$ cat src/rtl/tpq_pkg.sv
package tpq_pkg;
  localparam int NSLOT = 2;

  localparam logic [1:0] REG_CTRL = 2'd0;
  localparam logic [1:0] REG_ADDR = 2'd1;
  localparam logic [1:0] REG_LEN  = 2'd2;
  localparam logic [1:0] REG_STAT = 2'd3;

  typedef enum logic [1:0] {
    ENG_IDLE,
    ENG_REQ,
    ENG_WAIT,
    ENG_SEND
  } eng_state_e;
endpackage

$ cat src/rtl/tpq_regs.sv
module tpq_regs #(
  parameter int AW = 32,
  parameter int LW = 16,
  parameter int DW = 32
) (
  input  logic          clk,
  input  logic          rst_n,
  input  logic          reg_wr_en,
  input  logic [1:0]    reg_addr,
  input  logic [DW-1:0] reg_wdata,
  input  logic          full,
  input  logic          frame_done,
  output logic          tx_en,
  output logic          push,
  output logic [AW-1:0] push_addr,
  output logic [LW-1:0] push_len,
  output logic          done_flag,
  output logic          ovf_flag
);
  import tpq_pkg::*;

  logic len_wr, stat_wr;

  assign len_wr   = reg_wr_en && (reg_addr == REG_LEN);
  assign stat_wr  = reg_wr_en && (reg_addr == REG_STAT);
  assign push     = len_wr && !full;
  assign push_len = reg_wdata[LW-1:0];

  always_ff @(posedge clk) begin
    if (!rst_n) begin
      tx_en     <= 1'b0;
      push_addr <= '0;
      done_flag <= 1'b0;
      ovf_flag  <= 1'b0;
    end else begin
      if (reg_wr_en && reg_addr == REG_CTRL) tx_en <= reg_wdata[0];
      if (reg_wr_en && reg_addr == REG_ADDR) push_addr <= reg_wdata[AW-1:0];
      done_flag <= frame_done | (done_flag & ~(stat_wr & reg_wdata[0]));
      ovf_flag  <= (len_wr & full) | (ovf_flag & ~(stat_wr & reg_wdata[1]));
    end
  end

  p_done_sticky_r4: assert property (@(posedge clk) disable iff (!rst_n)
    (done_flag && !(stat_wr && reg_wdata[0])) |=> done_flag);
  p_ovf_sticky_r3: assert property (@(posedge clk) disable iff (!rst_n)
    (ovf_flag && !(stat_wr && reg_wdata[1])) |=> ovf_flag);
endmodule

$ cat src/rtl/tpq_slots.sv
module tpq_slots #(
  parameter int AW = 32,
  parameter int LW = 16
) (
  input  logic          clk,
  input  logic          rst_n,
  input  logic          push,
  input  logic [AW-1:0] push_addr,
  input  logic [LW-1:0] push_len,
  input  logic          pop,
  output logic [AW-1:0] head_addr,
  output logic [LW-1:0] head_len,
  output logic          have_frame,
  output logic          full
);
  import tpq_pkg::*;
  localparam int CW = $clog2(NSLOT + 1);

  logic [AW-1:0] addr_q [NSLOT];
  logic [LW-1:0] len_q  [NSLOT];
  logic          wr_ptr, rd_ptr;
  logic [CW-1:0] cnt;

  assign full       = (cnt == CW'(NSLOT));
  assign have_frame = (cnt != '0);
  assign head_addr  = addr_q[rd_ptr];
  assign head_len   = len_q[rd_ptr];

  for (genvar g = 0; g < NSLOT; g++) begin : g_slot
    always_ff @(posedge clk) begin
      if (!rst_n) begin
        addr_q[g] <= '0;
        len_q[g]  <= '0;
      end else if (push && !full && wr_ptr == 1'(g)) begin
        addr_q[g] <= push_addr;
        len_q[g]  <= push_len;
      end
    end
  end

  always_ff @(posedge clk) begin
    if (!rst_n) begin
      wr_ptr <= 1'b0;
      rd_ptr <= 1'b0;
      cnt    <= '0;
    end else begin
      if (push && !full) wr_ptr <= ~wr_ptr;
      if (pop)           rd_ptr <= ~rd_ptr;
      case ({push && !full, pop})
        2'b10:   cnt <= cnt + CW'(1);
        2'b01:   cnt <= cnt - CW'(1);
        default: cnt <= cnt;
      endcase
    end
  end

  p_count_bound_r2: assert property (@(posedge clk) disable iff (!rst_n)
    cnt <= CW'(NSLOT));
  p_pop_nonempty_r1: assert property (@(posedge clk) disable iff (!rst_n)
    pop |-> have_frame);
  p_no_overflow_r3: assert property (@(posedge clk) disable iff (!rst_n)
    (full && !pop) |=> full);
endmodule

$ cat src/rtl/tpq_engine.sv
module tpq_engine #(
  parameter int AW = 32,
  parameter int LW = 16,
  parameter int DW = 32
) (
  input  logic          clk,
  input  logic          rst_n,
  input  logic          tx_en,
  input  logic          have_frame,
  input  logic [AW-1:0] head_addr,
  input  logic [LW-1:0] head_len,
  output logic          mem_req_valid,
  input  logic          mem_req_ready,
  output logic [AW-1:0] mem_req_addr,
  input  logic          mem_rsp_valid,
  input  logic [DW-1:0] mem_rsp_data,
  output logic          tx_valid,
  input  logic          tx_ready,
  output logic [7:0]    tx_data,
  output logic          tx_last,
  output logic          pop
);
  import tpq_pkg::*;
  localparam int BPW = DW / 8;
  localparam int BW  = $clog2(BPW);

  eng_state_e    state_q;
  logic [AW-1:0] word_addr_q, head_word;
  logic [LW-1:0] rem_q;
  logic [BW-1:0] bidx_q;
  logic [DW-1:0] word_q;

  assign head_word = head_addr & ~AW'(BPW - 1);
  assign tx_valid  = (state_q == ENG_SEND);
  assign tx_data   = word_q[8*bidx_q +: 8];
  assign tx_last   = (rem_q == LW'(1));

  always_comb begin
    mem_req_valid = 1'b0;
    mem_req_addr  = word_addr_q;
    pop           = 1'b0;
    case (state_q)
      ENG_IDLE: if (tx_en && have_frame) begin
        if (head_len == '0) pop = 1'b1;
        else begin
          mem_req_valid = 1'b1;
          mem_req_addr  = head_word;
        end
      end
      ENG_REQ:  mem_req_valid = tx_en;
      ENG_SEND: pop = tx_ready && tx_last;
      default:  ;
    endcase
  end

  always_ff @(posedge clk) begin
    if (!rst_n) begin
      state_q     <= ENG_IDLE;
      word_addr_q <= '0;
      rem_q       <= '0;
      bidx_q      <= '0;
      word_q      <= '0;
    end else begin
      case (state_q)
        ENG_IDLE: if (mem_req_valid && mem_req_ready) begin
          word_addr_q <= head_word;
          rem_q       <= head_len;
          state_q     <= ENG_WAIT;
        end
        ENG_REQ: if (mem_req_valid && mem_req_ready) state_q <= ENG_WAIT;
        ENG_WAIT: if (mem_rsp_valid) begin
          word_q  <= mem_rsp_data;
          bidx_q  <= '0;
          state_q <= ENG_SEND;
        end
        ENG_SEND: if (tx_ready) begin
          rem_q  <= rem_q - LW'(1);
          bidx_q <= bidx_q + BW'(1);
          if (tx_last) state_q <= ENG_IDLE;
          else if (bidx_q == BW'(BPW - 1)) begin
            word_addr_q <= word_addr_q + AW'(BPW);
            state_q     <= ENG_REQ;
          end
        end
        default: state_q <= ENG_IDLE;
      endcase
    end
  end

  p_req_needs_enable_r8: assert property (@(posedge clk) disable iff (!rst_n)
    mem_req_valid |-> tx_en);
  p_tx_hold_r7: assert property (@(posedge clk) disable iff (!rst_n)
    (tx_valid && !tx_ready) |=> (tx_valid && $stable(tx_data) && $stable(tx_last)));
  p_one_outstanding_r6: assert property (@(posedge clk) disable iff (!rst_n)
    (mem_req_valid && mem_req_ready) |=> !mem_req_valid);
  p_aligned_req_r6: assert property (@(posedge clk) disable iff (!rst_n)
    mem_req_valid |-> (mem_req_addr[BW-1:0] == '0));
endmodule

$ cat src/rtl/tpq_tx_queue.sv
module tpq_tx_queue #(
  parameter int AW = 32,
  parameter int LW = 16,
  parameter int DW = 32
) (
  input  logic          clk,
  input  logic          rst_n,
  input  logic          reg_wr_en,
  input  logic [1:0]    reg_addr,
  input  logic [DW-1:0] reg_wdata,
  output logic          mem_req_valid,
  input  logic          mem_req_ready,
  output logic [AW-1:0] mem_req_addr,
  input  logic          mem_rsp_valid,
  input  logic [DW-1:0] mem_rsp_data,
  output logic          tx_valid,
  input  logic          tx_ready,
  output logic [7:0]    tx_data,
  output logic          tx_last,
  output logic          sts_slot_free,
  output logic          sts_idle,
  output logic          sts_done,
  output logic          sts_overflow,
  output logic          irq
);
  logic          tx_en, push, pop, full, have_frame;
  logic [AW-1:0] push_addr, head_addr;
  logic [LW-1:0] push_len, head_len;

  tpq_regs #(.AW(AW), .LW(LW), .DW(DW)) u_regs (
    .clk(clk), .rst_n(rst_n), .reg_wr_en(reg_wr_en), .reg_addr(reg_addr),
    .reg_wdata(reg_wdata), .full(full), .frame_done(pop), .tx_en(tx_en),
    .push(push), .push_addr(push_addr), .push_len(push_len),
    .done_flag(sts_done), .ovf_flag(sts_overflow)
  );

  tpq_slots #(.AW(AW), .LW(LW)) u_slots (
    .clk(clk), .rst_n(rst_n), .push(push), .push_addr(push_addr),
    .push_len(push_len), .pop(pop), .head_addr(head_addr),
    .head_len(head_len), .have_frame(have_frame), .full(full)
  );

  tpq_engine #(.AW(AW), .LW(LW), .DW(DW)) u_engine (
    .clk(clk), .rst_n(rst_n), .tx_en(tx_en), .have_frame(have_frame),
    .head_addr(head_addr), .head_len(head_len),
    .mem_req_valid(mem_req_valid), .mem_req_ready(mem_req_ready),
    .mem_req_addr(mem_req_addr), .mem_rsp_valid(mem_rsp_valid),
    .mem_rsp_data(mem_rsp_data), .tx_valid(tx_valid), .tx_ready(tx_ready),
    .tx_data(tx_data), .tx_last(tx_last), .pop(pop)
  );

  assign sts_slot_free = !full;
  assign sts_idle      = !have_frame;
  assign irq           = sts_done;

  p_idle_quiet_r5: assert property (@(posedge clk) disable iff (!rst_n)
    sts_idle |-> (!tx_valid && !mem_req_valid));
endmodule

$ cat config.mk
export PLATFORM = sky130hd
export DESIGN_NAME = tpq_tx_queue
export DESIGN_NICKNAME = d
export VERILOG_FILES = /design/src/rtl/tpq_pkg.sv /design/src/rtl/tpq_regs.sv /design/src/rtl/tpq_slots.sv /design/src/rtl/tpq_engine.sv /design/src/rtl/tpq_tx_queue.sv
export SDC_FILE = /design/constraint.sdc
export NUM_CORES = 1
export LEC_CHECK = 0
export ABC_AREA = 1
export CORE_MARGIN = 2
export CORE_UTILIZATION = 55
export DETAILED_ROUTE_END_ITERATION = 16
export DONT_BUFFER_PORTS = 1
export PLACE_DENSITY = 0.81
export SLEW_MARGIN = 20
export SYNTH_ARGS = -nofsm -noshare
export SYNTH_HDL_FRONTEND = slang
export SYNTH_SLANG_ARGS = --single-unit
$ cat constraint.sdc
create_clock -name clk -period 7.8 [get_ports clk]
set_input_delay 1.56 -clock clk [delete_from_list [all_inputs] [get_ports clk]]
set_output_delay 1.56 -clock clk [all_outputs]
set_load 0.05 [all_outputs]
After elaboration in Yosys (flattened, before gate mapping)
Memory sizes are Yosys's and may differ from the RTL's. A register that Yosys moved wholly into a read port is not among the register bits.
Cells that the tools add are included.
- register bits after elaboration: 123
- RAM bits: 96
- input port bits: 72
- output and inout bits: 48
- logic and storage cells: 121
- memories: 2
- memory list (memory ; depth ; bits a word ; read ports ; clocked after memory_dff ; wr ports ; line ; source):
    u_slots.addr_q ; 2 ; 32 ; 1 ; 1 ; 2 ; tpq_slots.sv:19 ; logic [AW-1:0] addr_q [NSLOT];
    u_slots.len_q ; 2 ; 16 ; 1 ; 1 ; 2 ; tpq_slots.sv:20 ; logic [LW-1:0] len_q [NSLOT];
- add/subtract/negate cells: 5
- equal/unequal tests: 18
- shifts and indexed selects: 1
- mux-type cells: 42
- bitwise operators: 15
- reduce and logical (&&, ||, !) cells: 26
- operator list (cell ; number):
    $mux W32 ; 9
    $mux W16 ; 4
    $pmux W32 S2 ; 1
    $add A32 B3 Y32 const B ; 1
    $pmux W16 S2 ; 1
    $shiftx A32 B6 Y8 ; 1
    $eq A16 B1 Y1 const B ; 1
    $logic_not A16 Y1 ; 1
    $sub A16 B1 Y16 const B ; 1
    $mux W1 ; 15
    $eq A2 B2 Y1 const B ; 7
    $mux W2 ; 7
    $logic_and A1 B1 Y1 ; 11
    $ne A2 B1 Y1 const B ; 4
    $pmux W2 S2 ; 2
    $reduce_bool A2 Y1 ; 4
    $eq A2 B1 Y1 const B ; 3
    $or A1 B1 Y1 ; 6
    $pmux W2 S3 ; 1
    $reduce_and A3 Y1 ; 2
    $and A1 B1 Y1 ; 5
    $reduce_and A5 Y1 ; 1
    $add A2 B1 Y2 const B ; 2
    $logic_not A2 Y1 ; 2
    9 further kinds ; 15

Depth between registers and ports, before layout
- word-level depth: 9
- gate-level depth with buffers: 18
- gate-level depth less buffers: 15

Hierarchy
From an unflattened synthesis, not the netlist that was laid out.
- cell total of the unflattened synthesis: 1466
- area, all modules: 11215.8 um2
- modules (own cells, without submodules) (module ; times used ; cells each ; area each (um2) ; seq. area each (um2)):
    tpq_engine ; 1 ; 947 ; 5455.2 ; 1641.6
    tpq_slots ; 1 ; 341 ; 4360.4 ; 2982.9
    tpq_regs ; 1 ; 175 ; 1385.1 ; 700.7
    tpq_tx_queue ; 1 ; 3 ; 15.0 ; 0.0

Worst setup path before layout
No wires, ideal clock.
- path type: input to register
- from: in reg_wr_en
- to: mem u_slots.addr_q[1][10] (enable)
- setup time: 0.516 ns
- arrival time: 5.187 ns
- required time: 7.284 ns
- setup slack: 2.097 ns
- stages: 4
- buffers on the path: 0
- cells stage by stage: inv_1 -> nor2_1 -> nand3_1 -> o21ai_0
- RTL lines (item ; line ; source):
    start: declaration ; tpq_tx_queue.sv:8 ; input logic reg_wr_en,
    end: declaration ; tpq_slots.sv:19 ;

==> results by stage <==
Run status:
- The flow ran to the end, and the final reports show no timing, DRC or antenna violations.

Clock network:
- Clock-pin slew was measured on the worst setup and hold paths at 0.07 ns.
- The H-tree depth reported by CTS is 1.
- The post-CTS repair timing setup buffer count is 0.
- Buffers inserted during clock tree synthesis total 23.
- Counting along the longest clock path gives a buffer depth of 3.
- The number of gates resized after CTS is 0.
- TritonCTS built the clock tree.
- Counting every sink on the clock net gives 212.
- The later pin in the worst-skew pair is clocked with a latency of 0.51 ns.
- The clock root buffer is sky130_fd_sc_hd__clkbuf_16.
- After clock tree synthesis, the flow added hold-fix buffers numbering 0.

Critical path:
- Grouping stages by cell kind, the critical path spends the most delay in buffers and inverters.
- Along the worst path, the maximum fanout reaches 42.
- The type of the worst setup path is reg2out.
- The critical path's largest stage delay is 0.86 ns.
- The critical path goes through inv_2 -> nand2_1 -> nand2_1 -> nor2_1 -> nand2_1 -> nor2_2 -> nand2_1 -> nand2_1 -> inv_2 -> nor2_1 -> a31oi_1.
- The number of buffers and inverters on the critical path is 2.
- For the worst setup path, the data arrival time is 4.05 ns.
- The most frequent cell on the critical path is sky130_fd_sc_hd__nand2_1.
- The slowest stage of the critical path belongs to the cell sky130_fd_sc_hd__a31oi_1.
- STA classifies the critical path endpoint as an output pin.
- STA puts the critical path data required time at 6.24 ns.
- The startpoint class of the critical path is a register.

Yosys:
- The flip-flop and latch count after synthesis is 212.
- The synthesized area per cell is 7.324 um2.
- Counting flops with a built-in enable in the synthesized netlist gives 92.
- The combined area of all synthesized cells is 10540 um2.
- The count of synthesis-stage warnings from yosys is 0.
- The cell count after synthesis came out at 1439.
- Of the synthesized area, sequential elements account for 49.01%.
- The most common flop cell mapped by yosys is sky130_fd_sc_hd__dfxtp_1.
- After synthesis, the netlist uses 36 different library cells.
- The share of async-settable or async-resettable flops after synthesis is 0%.

Global route:
- The total global routing overflow is 0.
- For met2 alone, demand over resource in global routing was 40.55%.
- The via count of the first global-routing pass is 8383.
- met2 is the most crowded layer.
- The first global-routing pass estimated 41900 um of wire.
- The fraction of met3 tracks used by global routing is 5.451%.
- For met1 alone, demand over resource in global routing was 35.34%.
- The initial antenna violation count came to 0.
- The combined global-route utilization of all metal layers is 25.72%.
- Entering global routing, the biggest net connects 109 pins.

Pwr:
- The leakage power total is 4.769 nW.
- VDD sags by at most 199.0 uV.
- The total power is 4.069 mW.
- The areal power density over the cells is 358.3 nW/um2.

Timing:
- The max-slew violation count is 0.
- The worst clock skew on the final layout is 0.01037 ns.
- The slew at the pin with the worst max-slew slack is 1.181 ns.
- The part of the cycle the worst path needs is 71.92%.
- The number of hold violations in the final report came to 0.
- The highest clock rate is 0.1783 GHz.
- Setup violations remaining at the end of the flow were counted as 0.
- The final critical delay including setup and external delays is 5.610 ns.
- The headroom to the max-slew limit is 20.76%.
- The sum of negative setup slack is 0 ns.
- Setup repair after global routing left no endpoint under its margin.

Route:
- Across all layers, the routed design uses 9341 vias.
- The number of nets with antenna violations after detailed routing is 0.
- The vias per cell is 5.661.
- For this block, the routed nets add up to 26580 um of wire.
- For this run, the detailed router's first-pass iteration total came to 6.
- The number of DRC violations after detailed routing is 0.
- The routed length per placed instance is 16.11 um.
- After the first detailed-routing iteration, the DRC count stood at 1030.

Placement:
- The half-perimeter wire length after placement is 17580 um.
- The count of buffers added on input and output ports is 0.
- The final weighted congestion in routability-driven placement is 0.9235.

Floorplan:
- The die outline width is 142.4 um.
- In this run the core area contains 50 standard-cell rows.
- The area of the die is 20280 um2.
- The height of the chip is 142.4 um.
- For this design the top-level I/O count stands at 120.
- For this configuration, the core starts out at a cell density of 56.15%.
- In this run the standard cell core region covers 18770 um2.

Finish:
- The most frequent standard cell in the layout excluding fill and tap cells is sky130_fd_sc_hd__nand2_1.
- 0 antenna diodes ended up in the layout.
- The library cells used most frequently in the layout, excluding fill and tap cells, are sky130_fd_sc_hd__nand2_1, sky130_fd_sc_hd__nor2_1, sky130_fd_sc_hd__inv_1.
- The number of nets in the layout is 1481.
- The filler cells instantiated in the layout total 1632.
- The layout-stage area growth over the synthesis result is 7.740%.
- The post-route netlist has 4.520% of its cells at a drive strength greater than 1.

Job:
- The number of maximum-capacitance constraint violations is 0.

Hold path:
- The min-delay analysis places its worst path in the category reg2reg.
## per-stage QoR
step / cell area, um2 / util, % / std cells / setup WS [ns] / hold slack, ns
2_1_floorplan: 10540 / - / 1440 / 2.097 / 0.4390
3_3_place_gp: 10580 / 56.35 / 1608 / 2.687 / 0.4505
3_5_place_dp: 10580 / 56.35 / 1608 / 2.410 / 0.4582
4_1_cts: 11350 / 60.47 / 1650 / 1.799 / 0.4664
5_1_grt: 11350 / 60.50 / 1650 / 1.940 / 0.5077
6_report: 11350 / 60.50 / 1650 / 2.190 / 0.4642
## worst min-delay path: stages, from the launching register on
cell	delay, ns
sky130_fd_sc_hd__dfxtp_1	0.31
sky130_fd_sc_hd__nand2_1	0.06
sky130_fd_sc_hd__a21oi_1	0.05
## routing by layer
layer	vias up	part of all wire [%]
li1	4524	-
met1	4335	43
met2	405	45
met3	77	8.8
met4	0	3.1
met5	-	0
## cells by family after synthesis
family	after synthesis	synth area share, %
buf+inv	208	8.109
fa+ha+maj	10	1.187
xor+xnor	15	1.247
mux	6	0.5699
simple gates	760	28.71
flops	212	49.01
other cells	1	0.03558
compound gates	227	11.14
## synthesized netlist by cell type (7+ instances only)
cell type	n	area, um2
sky130_fd_sc_hd__nor3_1	20	100.1
sky130_fd_sc_hd__o21ai_0	140	700.7
sky130_fd_sc_hd__dfxtp_1	120	2402
sky130_fd_sc_hd__ha_1	10	125.1
sky130_fd_sc_hd__clkbuf_1	51	191.4
sky130_fd_sc_hd__xor2_1	14	122.6
sky130_fd_sc_hd__buf_2	8	40.04
sky130_fd_sc_hd__nor2_1	296	1111
sky130_fd_sc_hd__buf_1	7	26.28
sky130_fd_sc_hd__nand3_1	54	270.3
sky130_fd_sc_hd__buf_6	7	78.83
sky130_fd_sc_hd__edfxtp_1	92	2763
sky130_fd_sc_hd__a21oi_1	63	315.3
sky130_fd_sc_hd__o22ai_1	9	56.30
sky130_fd_sc_hd__inv_1	131	491.7
sky130_fd_sc_hd__nand2_1	363	1363
sky130_fd_sc_hd__nand4_1	13	81.33
## worst paths after layout
path | from | depth (start not counted) | slack [ns] | end
hold / removal | u_engine.rem_q[1] | 2 | 0.46 | u_engine.rem_q[1]
setup / recovery | register | 11 | 2.19 | mem_req_addr[16]
setup reg to reg | register | 14 | 3.48 | u_engine.word_addr_q[17]
hold reg to reg | u_engine.rem_q[1] | 2 | 0.46 | u_engine.rem_q[1]
## registers in the layout, indices dropped and copies added (netlist names), 2 cells and up, named ones only
name and count:
u_engine.state_q 2, u_engine.word_q 32, u_slots.cnt 2, u_engine.bidx_q 2
u_engine.word_addr_q 30, u_engine.rem_q 16, u_slots.addr_q 60, u_slots.len_q 32
u_regs.push_addr 30
## area by class of cell
class                           instances  area, um2  area share (%)
Clock inverter                         13      153.9           1.355
Tap cell                              234      292.8           2.579
Clock buffer                           29      618.1           5.444
Inverter                              132      495.5           4.364
Multi-Input combinational cell       1020       4554           40.11
Timing Repair Buffer                   10      75.07          0.6612
Sequential cell                       212       5165           45.49
## power breakdown
part | internal (mW) | total (mW) | switching (mW)
Clock | 0.665 | 1.11 | 0.445
Sequential | 1.33 | 1.48 | 0.143
Combinational | 0.370 | 1.48 | 1.11
Total | 2.37 | 4.07 | 1.70
(Power assumes the default switching activity.)
